<file path="src/rtl/sync_flag_gate.sv">
`timescale 1ns/1ps
module sync_flag_gate #(
  parameter int NCH = 4
) (
  input  logic             clk,
  input  logic             rst_n,
  input  logic [NCH-1:0]   load,
  input  logic [NCH*32-1:0] ctl,
  input  logic [NCH-1:0]   done,
  input  logic [7:0]       flag_rd,
  output logic             flag_wr_en,
  output logic [7:0]       flag_wr_data,
  output logic [NCH-1:0]   start,
  output logic [NCH-1:0]   skip,
  output logic [NCH-1:0]   irq,
  output logic [NCH-1:0]   upd_done
);
  localparam int FW = 8;

  typedef enum logic [2:0] {S_IDLE, S_WAIT, S_RUN, S_UPD, S_SYNC} st_t;

  logic [NCH-1:0] req, gnt;
  logic [FW-1:0]  wdat [NCH];

  assign gnt        = req & (~req + NCH'(1));
  assign flag_wr_en = |gnt;
  assign upd_done   = gnt;

  always_comb begin
    flag_wr_data = '0;
    for (int i = 0; i < NCH; i++)
      if (gnt[i]) flag_wr_data = flag_wr_data | wdat[i];
  end

  for (genvar i = 0; i < NCH; i++) begin : g_ch
    st_t         st;
    logic [31:0] cw;
    logic [FW-1:0] sv, ev, diff;
    logic inc, grt, vld, sint, ahead, pass;

    assign inc  = cw[0];
    assign grt  = cw[1];
    assign vld  = cw[2];
    assign sint = cw[4];
    assign ev   = cw[23:16];
    assign sv   = cw[31:24];

    assign diff  = flag_rd - sv;
    assign ahead = ~diff[FW-1];
    assign pass  = ~vld | (grt ? ahead : (diff == '0));

    assign req[i]   = (st == S_UPD) | (st == S_SYNC);
    assign start[i] = (st == S_WAIT) & pass;
    assign irq[i]   = gnt[i] & (st == S_SYNC) & ahead;
    assign skip[i]  = irq[i];
    assign wdat[i]  = (st == S_SYNC || inc) ? flag_rd + FW'(1) : ev;

    always_ff @(posedge clk or negedge rst_n) begin
      if (!rst_n) begin
        st <= S_IDLE;
        cw <= '0;
      end else begin
        case (st)
          S_IDLE: if (load[i]) begin
            cw <= ctl[i*32 +: 32];
            st <= (ctl[i*32+2] && ctl[i*32+4]) ? S_SYNC : S_WAIT;
          end
          S_WAIT: if (pass) st <= S_RUN;
          S_RUN:  if (done[i]) st <= vld ? S_UPD : S_IDLE;
          S_UPD, S_SYNC: if (gnt[i]) st <= S_IDLE;
          default: st <= S_IDLE;
        endcase
      end
    end
  end
endmodule

</file>
<file path="config.mk">
export PLATFORM = sky130hd
export DESIGN_NAME = sync_flag_gate
export DESIGN_NICKNAME = d
export VERILOG_FILES = /design/src/rtl/sync_flag_gate.sv
export SDC_FILE = /design/constraint.sdc
export NUM_CORES = 1
export LEC_CHECK = 0
export BUFFER_PORTS_ARGS = -buffer_cell sky130_fd_sc_hd__buf_2
export CAP_MARGIN = 20
export CORE_AREA = 2 2 156 158
export CTS_BUF_LIST = sky130_fd_sc_hd__clkbuf_2 sky130_fd_sc_hd__clkbuf_4 sky130_fd_sc_hd__clkbuf_8
export CTS_CLUSTER_DIAMETER = 100
export CTS_CLUSTER_SIZE = 40
export DETAILED_ROUTE_END_ITERATION = 10
export DIE_AREA = 0 0 158 160
export PLACE_DENSITY = 0.43
export SYNTH_ARGS = -nofsm -noshare
export SYNTH_HDL_FRONTEND = slang
export SYNTH_SLANG_ARGS = --single-unit
</file>
<file path="constraint.sdc">
create_clock -name clk -period 3.9 [get_ports clk]
set_input_delay 0.78 -clock clk [delete_from_list [all_inputs] [get_ports clk]]
set_output_delay 0.78 -clock clk [all_outputs]
set_load 0.01 [all_outputs]
</file>
After elaboration in Yosys (flattened, before gate mapping)
Cells that the tools add are included.
{"block": "word_totals", "regBits": 140, "inputBits": 146, "out_inout_bits": 25, "elab_cells": 148}
{"block": "classes", "n_addsub": 6, "eq_ne": 32, "n_mux": 40, "n_bitwise": 33, "reduce_logical": 29}
{"operator": "$mux W8", "count": 8}
{"operator": "$mux W3", "count": 20}
{"operator": "$pmux W3 S4", "count": 4}
{"operator": "$logic_not A8 Y1", "count": 4}
{"operator": "$ne A2 B2 Y1 const B", "count": 16}
{"operator": "$sub A8 B8 Y8", "count": 4}
{"operator": "$eq A3 B2 Y1 const B", "count": 8}
{"operator": "$or A8 B8 Y8", "count": 3}
{"operator": "$reduce_and A4 Y1", "count": 4}
{"operator": "$and A1 B1 Y1", "count": 12}
{"operator": "$eq A3 B1 Y1 const B", "count": 4}
{"operator": "$eq A3 B3 Y1 const B", "count": 4}
{"operator": "$logic_not A3 Y1", "count": 4}
{"operator": "$add A8 B1 Y8 const B", "count": 1}
{"operator": "$mux W2", "count": 4}
{"operator": "$not A1 Y1", "count": 8}
{"operator": "$or A1 B1 Y1", "count": 8}
{"operator": "$reduce_and A2 Y1", "count": 4}
{"operator": "$reduce_or A2 Y1", "count": 4}
{"operator": "$add A4 B1 Y4 const B", "count": 1}
{"operator": "$and A4 B4 Y4", "count": 1}
{"operator": "$logic_and A1 B1 Y1", "count": 4}
{"operator": "$logic_or A1 B1 Y1", "count": 4}
{"operator": "$mux W1", "count": 4}
{"operator": "2 further kinds", "count": 2}

Depth between registers and ports, before layout
{"block": "logic_depth", "ltp_word": 12, "mapped_depth": 9}

Worst setup path after synthesis
OpenSTA, ideal clock, no wires.
{"block": "synth_timing", "kind": "input port to output port", "startpoint": "input flag_rd[1]", "endpoint": "output start[1]", "arrival_ns": 2.537, "setup_slack_ns": 0.583, "path_stages": 8, "cell_sequence": "ha_1 > nor2b_1 > o2111ai_1 > a31o_1 > a311o_1 > a21oi_1 > o21bai_1 > nor3b_1"}
{"block": "synth_between", "elab_chain_len": 5}
{"element": "start, declared", "line": "10", "text": "input logic [7:0] flag_rd,"}
{"element": "$sub A8 B8 Y8 (*)", "line": "48", "text": "assign diff = flag_rd - sv;"}
{"element": "$logic_not A8 Y1 / $not A1 Y1 (equally long branches)", "line": "50, 49"}
{"element": "$mux W1 (*)", "line": "50", "text": "assign pass = ~vld | (grt ? ahead : (diff == '0));"}
{"element": "$or A1 B1 Y1 (*)", "line": "50"}
{"element": "$and A1 B1 Y1 (*)", "line": "53", "text": "assign start[i] = (st == S_WAIT) & pass;"}
{"element": "end, declared", "line": "13", "text": "output logic [NCH-1:0] start,"}
Mark *: on every way between the ends. The rest lies on a longest branch, timed or not.

Worst setup path in the final report
{"block": "layout_timing", "startpoint": "input flag_rd[1]", "endpoint": "output start[0]"}
The elaborated chain is that of the path after synthesis.

==> summary.md <==
| Metric | Value |
|---|---|
| Final worst-path cycle share | `0.958` |
| Crit-path cells | `buf_2 -> ha_1 -> nor2b_1 -> o21a_1 -> a311o_1 -> a2111o_1 -> nand3_1 -> o21a_1 -> nor3_1 -> buf_2` |
| Layer with the highest usage | `met2` |
| Critical path fanouts, max | `7` |
| Post-synthesis async set-or-reset flop share | `1.00` |
| Clock share of power | `0.137` |
| Total power | `about 5100 uW` |
| Final hold violations | `0` |
| Met1 usage in global routing | `0.196` |
| Max Clock Skew | `about 0.0084 ns` |
| Status | `complete, no violations` |
| H-tree depth | `3` |
| Max-Cap Viols | `0` |
| Cell Area, Synth | `5620 um2` |
| Max-slew violations | `0` |
| Area delta synth->final | `21.9%` |
| Post-synth top area share | `0.392` |
| Number of global-route vias before repair | `4733` |
| Dpl hpwl | `13100 um` |
| Post-synth top flop | `dfrtp_1` |
| Post-synth top cells | `dfrtp_1 (88), nand2_1 (66), mux2_2 (51)` |
| RePlAce Congestion | `0.799` |
| Total wire length | `17200 um` |
| Setup TNS | `0 ns` |
| IO buf count | `122` |
| Clock-pin slew on the worst setup and hold paths | `0.10 ns` |
| Std-Cell Rows | `57` |
| VDD IR-drop max | `0.225 mV` |
| DR WL/cell | `16.4 um` |
| Top delay family on crit path | `compound AO/OA/AOI/OAI gates` |
| DR vias | `between 4000 and 5000` |
| Clk Tree Root Cell | `clkbuf_8` |
| Post-synthesis cell count | `602` |
| Initial Util | `0.236` |
| Worst slew pin tran | `roughly 1.1 ns` |
| Avg Cell Area, Syn | `between 9 and 10 um2` |
| Diode count | `0` |
| Number of synthesized register bits | `slightly below 90` |
| Headroom to the max-slew limit | `0.288` |
| CTS buffer count | `9` |
| Post-synth cell types | `slightly above 60` |
| Via-per-instance ratio | `roughly 4.6` |
| Area leader, netlist | `dfrtp_1` |
| Grt total ovfl | `0` |
| Filler instances | `about 2600` |
| Switching power | `approximately 2200 uW` |
| GRT met2 Usage | `0.222` |
| Tmin final | `3.74 ns` |
| Critical Path Source Type | `input pin` |
| HP Class | `input pin to asynchronous set/reset pin` |
| First-pass DRT Iterations | `4` |
| Num Clock Sinks | `88` |
| Setup crit end kind | `primary output` |
| Core Box Area | `between 20000 and 25000 um2` |
| Post-CTS repair timing setup buffer count | `0` |
| Combinational fraction of design power | `0.529` |
| Syn_nets | `777` |
| Pwr dens | `~750 nW/um2` |
| Synth top area cells | `dfrtp_1 (39%), mux2_2 (10%), ha_1 (6.5%), nand2_1 (4.4%), a21oi_1 (4.0%)` |
| Reg power frac | `0.334` |
| Ys Warns | `0` |
| Die X | `between 150 and 200 um` |
| CP required | `between 3 and 4 ns` |
| Gr usage total | `0.141` |
| Worst-Skew Late Latency | `0.38 ns` |
| Cell with the most instances after synthesis | `dfrtp_1` |
| Fraction of layout cells with a size suffix above 1 | `0.303` |
| Sequential fraction of the synthesis area | `0.392` |
| Largest net degree at the start of global routing | `slightly below 90` |
| Lkg Pwr | `between 0.003 and 0.004 uW` |
| Type of the worst setup path | `input pin to primary output` |
| Worst Path Buf+Inv | `2` |
| Unrepaired setup endpoints after global routing | `false` |
| # resized after CTS | `0` |
| M3 GR Usage | `0.0307` |
| CTS Buffer Depth | `2` |
| Final net count | `892` |
| Antenna-violating nets left | `0` |
| Starting DRT DRC Count | `about 240` |
| Total I/O pin count | `171` |
| Final setup fails | `0` |
| Die ar. | `25300 um2` |
| Post-layout util | `0.287` |
| Crit-path slowest cell | `a2111o_1` |
| First-pass GRT wire length | `between 20000 and 30000 um` |
| Worst Path Arrival | `between 2 and 3 ns` |
| CP peak stage delay | `0.42 ns` |
| Switch share | `0.428` |
| CTS tree | `built` |
| F_max | `approximately 0.27 GHz` |
| Die height | `around 160 um` |
| Hold_buf cts | `0` |
| DRC errors left | `0` |
| Initial antenna violation count | `1` |
| Post-synth EDFFs | `0` |
| Power Internal | `around 2900 uW` |
[path summary, 6_finish.rpt]
path / endpoint / slack (ns) / from / cells past startpoint
worst max-delay path: start[0] / 0.16 / flag_rd[1] / 10
worst min-delay path: g_ch[2].cw[27]$_DFFE_PN0P_ / 0.43 / rst_n / 2
worst max register to register: g_ch[0].st[0]$_DFFE_PN0P_ / 1.53 / g_ch[0].cw[25]$_DFFE_PN0P_ / 9
worst min register to register: g_ch[1].cw[0]$_DFFE_PN0P_ / 0.51 / g_ch[1].cw[0]$_DFFE_PN0P_ / 1
max in group asynchronous: g_ch[0].cw[17]$_DFFE_PN0P_ / 3.06 / rst_n / 2
min in group clk: g_ch[1].cw[0]$_DFFE_PN0P_ / 0.51 / g_ch[1].cw[0]$_DFFE_PN0P_ / 1
[power groups by stage]
stage | combinational, uW | clock [uW] | sequential, uW
4_1_cts | 2720 | 744 | 1710
3_5_place_dp | 2700 | 0 | 1730
5_1_grt | 3060 | 765 | 1780
2_1_floorplan | 2130 | 0 | 1510
3_3_place_gp | 2700 | 0 | 1730
6_report | 2710 | 701 | 1710
[area by class of cell]
cell class / instances / area, um2 / share of cell area
multi-input combinational: 445 / 3160 / 0.462
timing repair buffer: 135 / 726 / 0.106
clock buffer: 11 / 151 / 0.0221
tap: 324 / 405 / 0.0592
clock inverter: 5 / 55.1 / 0.00804
sequential: 88 / 2200 / 0.322
inverter: 38 / 143 / 0.0208
[logic make-up (layout without fill, tap and decap cells)]
kind of cell	count (synthesis)	count (layout)	share of synthesized area
simple gates	179	179	0.165
compound gates	164	164	0.186
xor+xnor	17	17	0.0265
buf+inv	69	189	0.0546
flops	88	88	0.392
mux	56	56	0.111
fa+ha+maj	29	29	0.0646
[flip-flops by register name, indices dropped and copies added (netlist names)]
| signal | cells |
|---|---|
| g_ch.cw | 76 |
| g_ch.st | 12 |
[cells in the final DEF, fill, tap and decap left out, drive strengths merged, types with 14 or more instances in the layout]
cell type and n:
buf 134, dfrtp 88, nand2 67, mux2 51
a21oi 45, o21ai 45, inv 38, nor2 32
ha 29, o211ai 16, nor2b 15, nand3 14
[stage by stage]
stage | hold WS [ns] | std cells | worst slack (ns) | instance area (um2)
5_1_grt | 0.463 | 1046 | 0.0347 | 6840
3_5_place_dp | 0.487 | 1030 | 0.118 | 6620
2_1_floorplan | 0.472 | 602 | 0.583 | 5620
6_report | 0.431 | 1046 | 0.162 | 6840
4_1_cts | 0.447 | 1046 | 0.0992 | 6820
3_3_place_gp | 0.482 | 1030 | 0.0945 | 6620
[routing by layer]
metal  vias up  wire (um)
li1       2388          -
met1      2279       8390
met5         -         13
met2        92       7810
met3        16        720
met4         2        259
[worst register-to-register path: cells and delay by family, from the launching register on]
family,cells,cell delay (ns)
AO/OA/AOI/OAI,5,1.33
flip-flops,1,0.37
AND/OR/NAND/NOR,2,0.29
adder cells (fa/ha/maj),1,0.24
buffers and inverters,1,0.09
No activity file was read; power rests on OpenSTA's default activity.
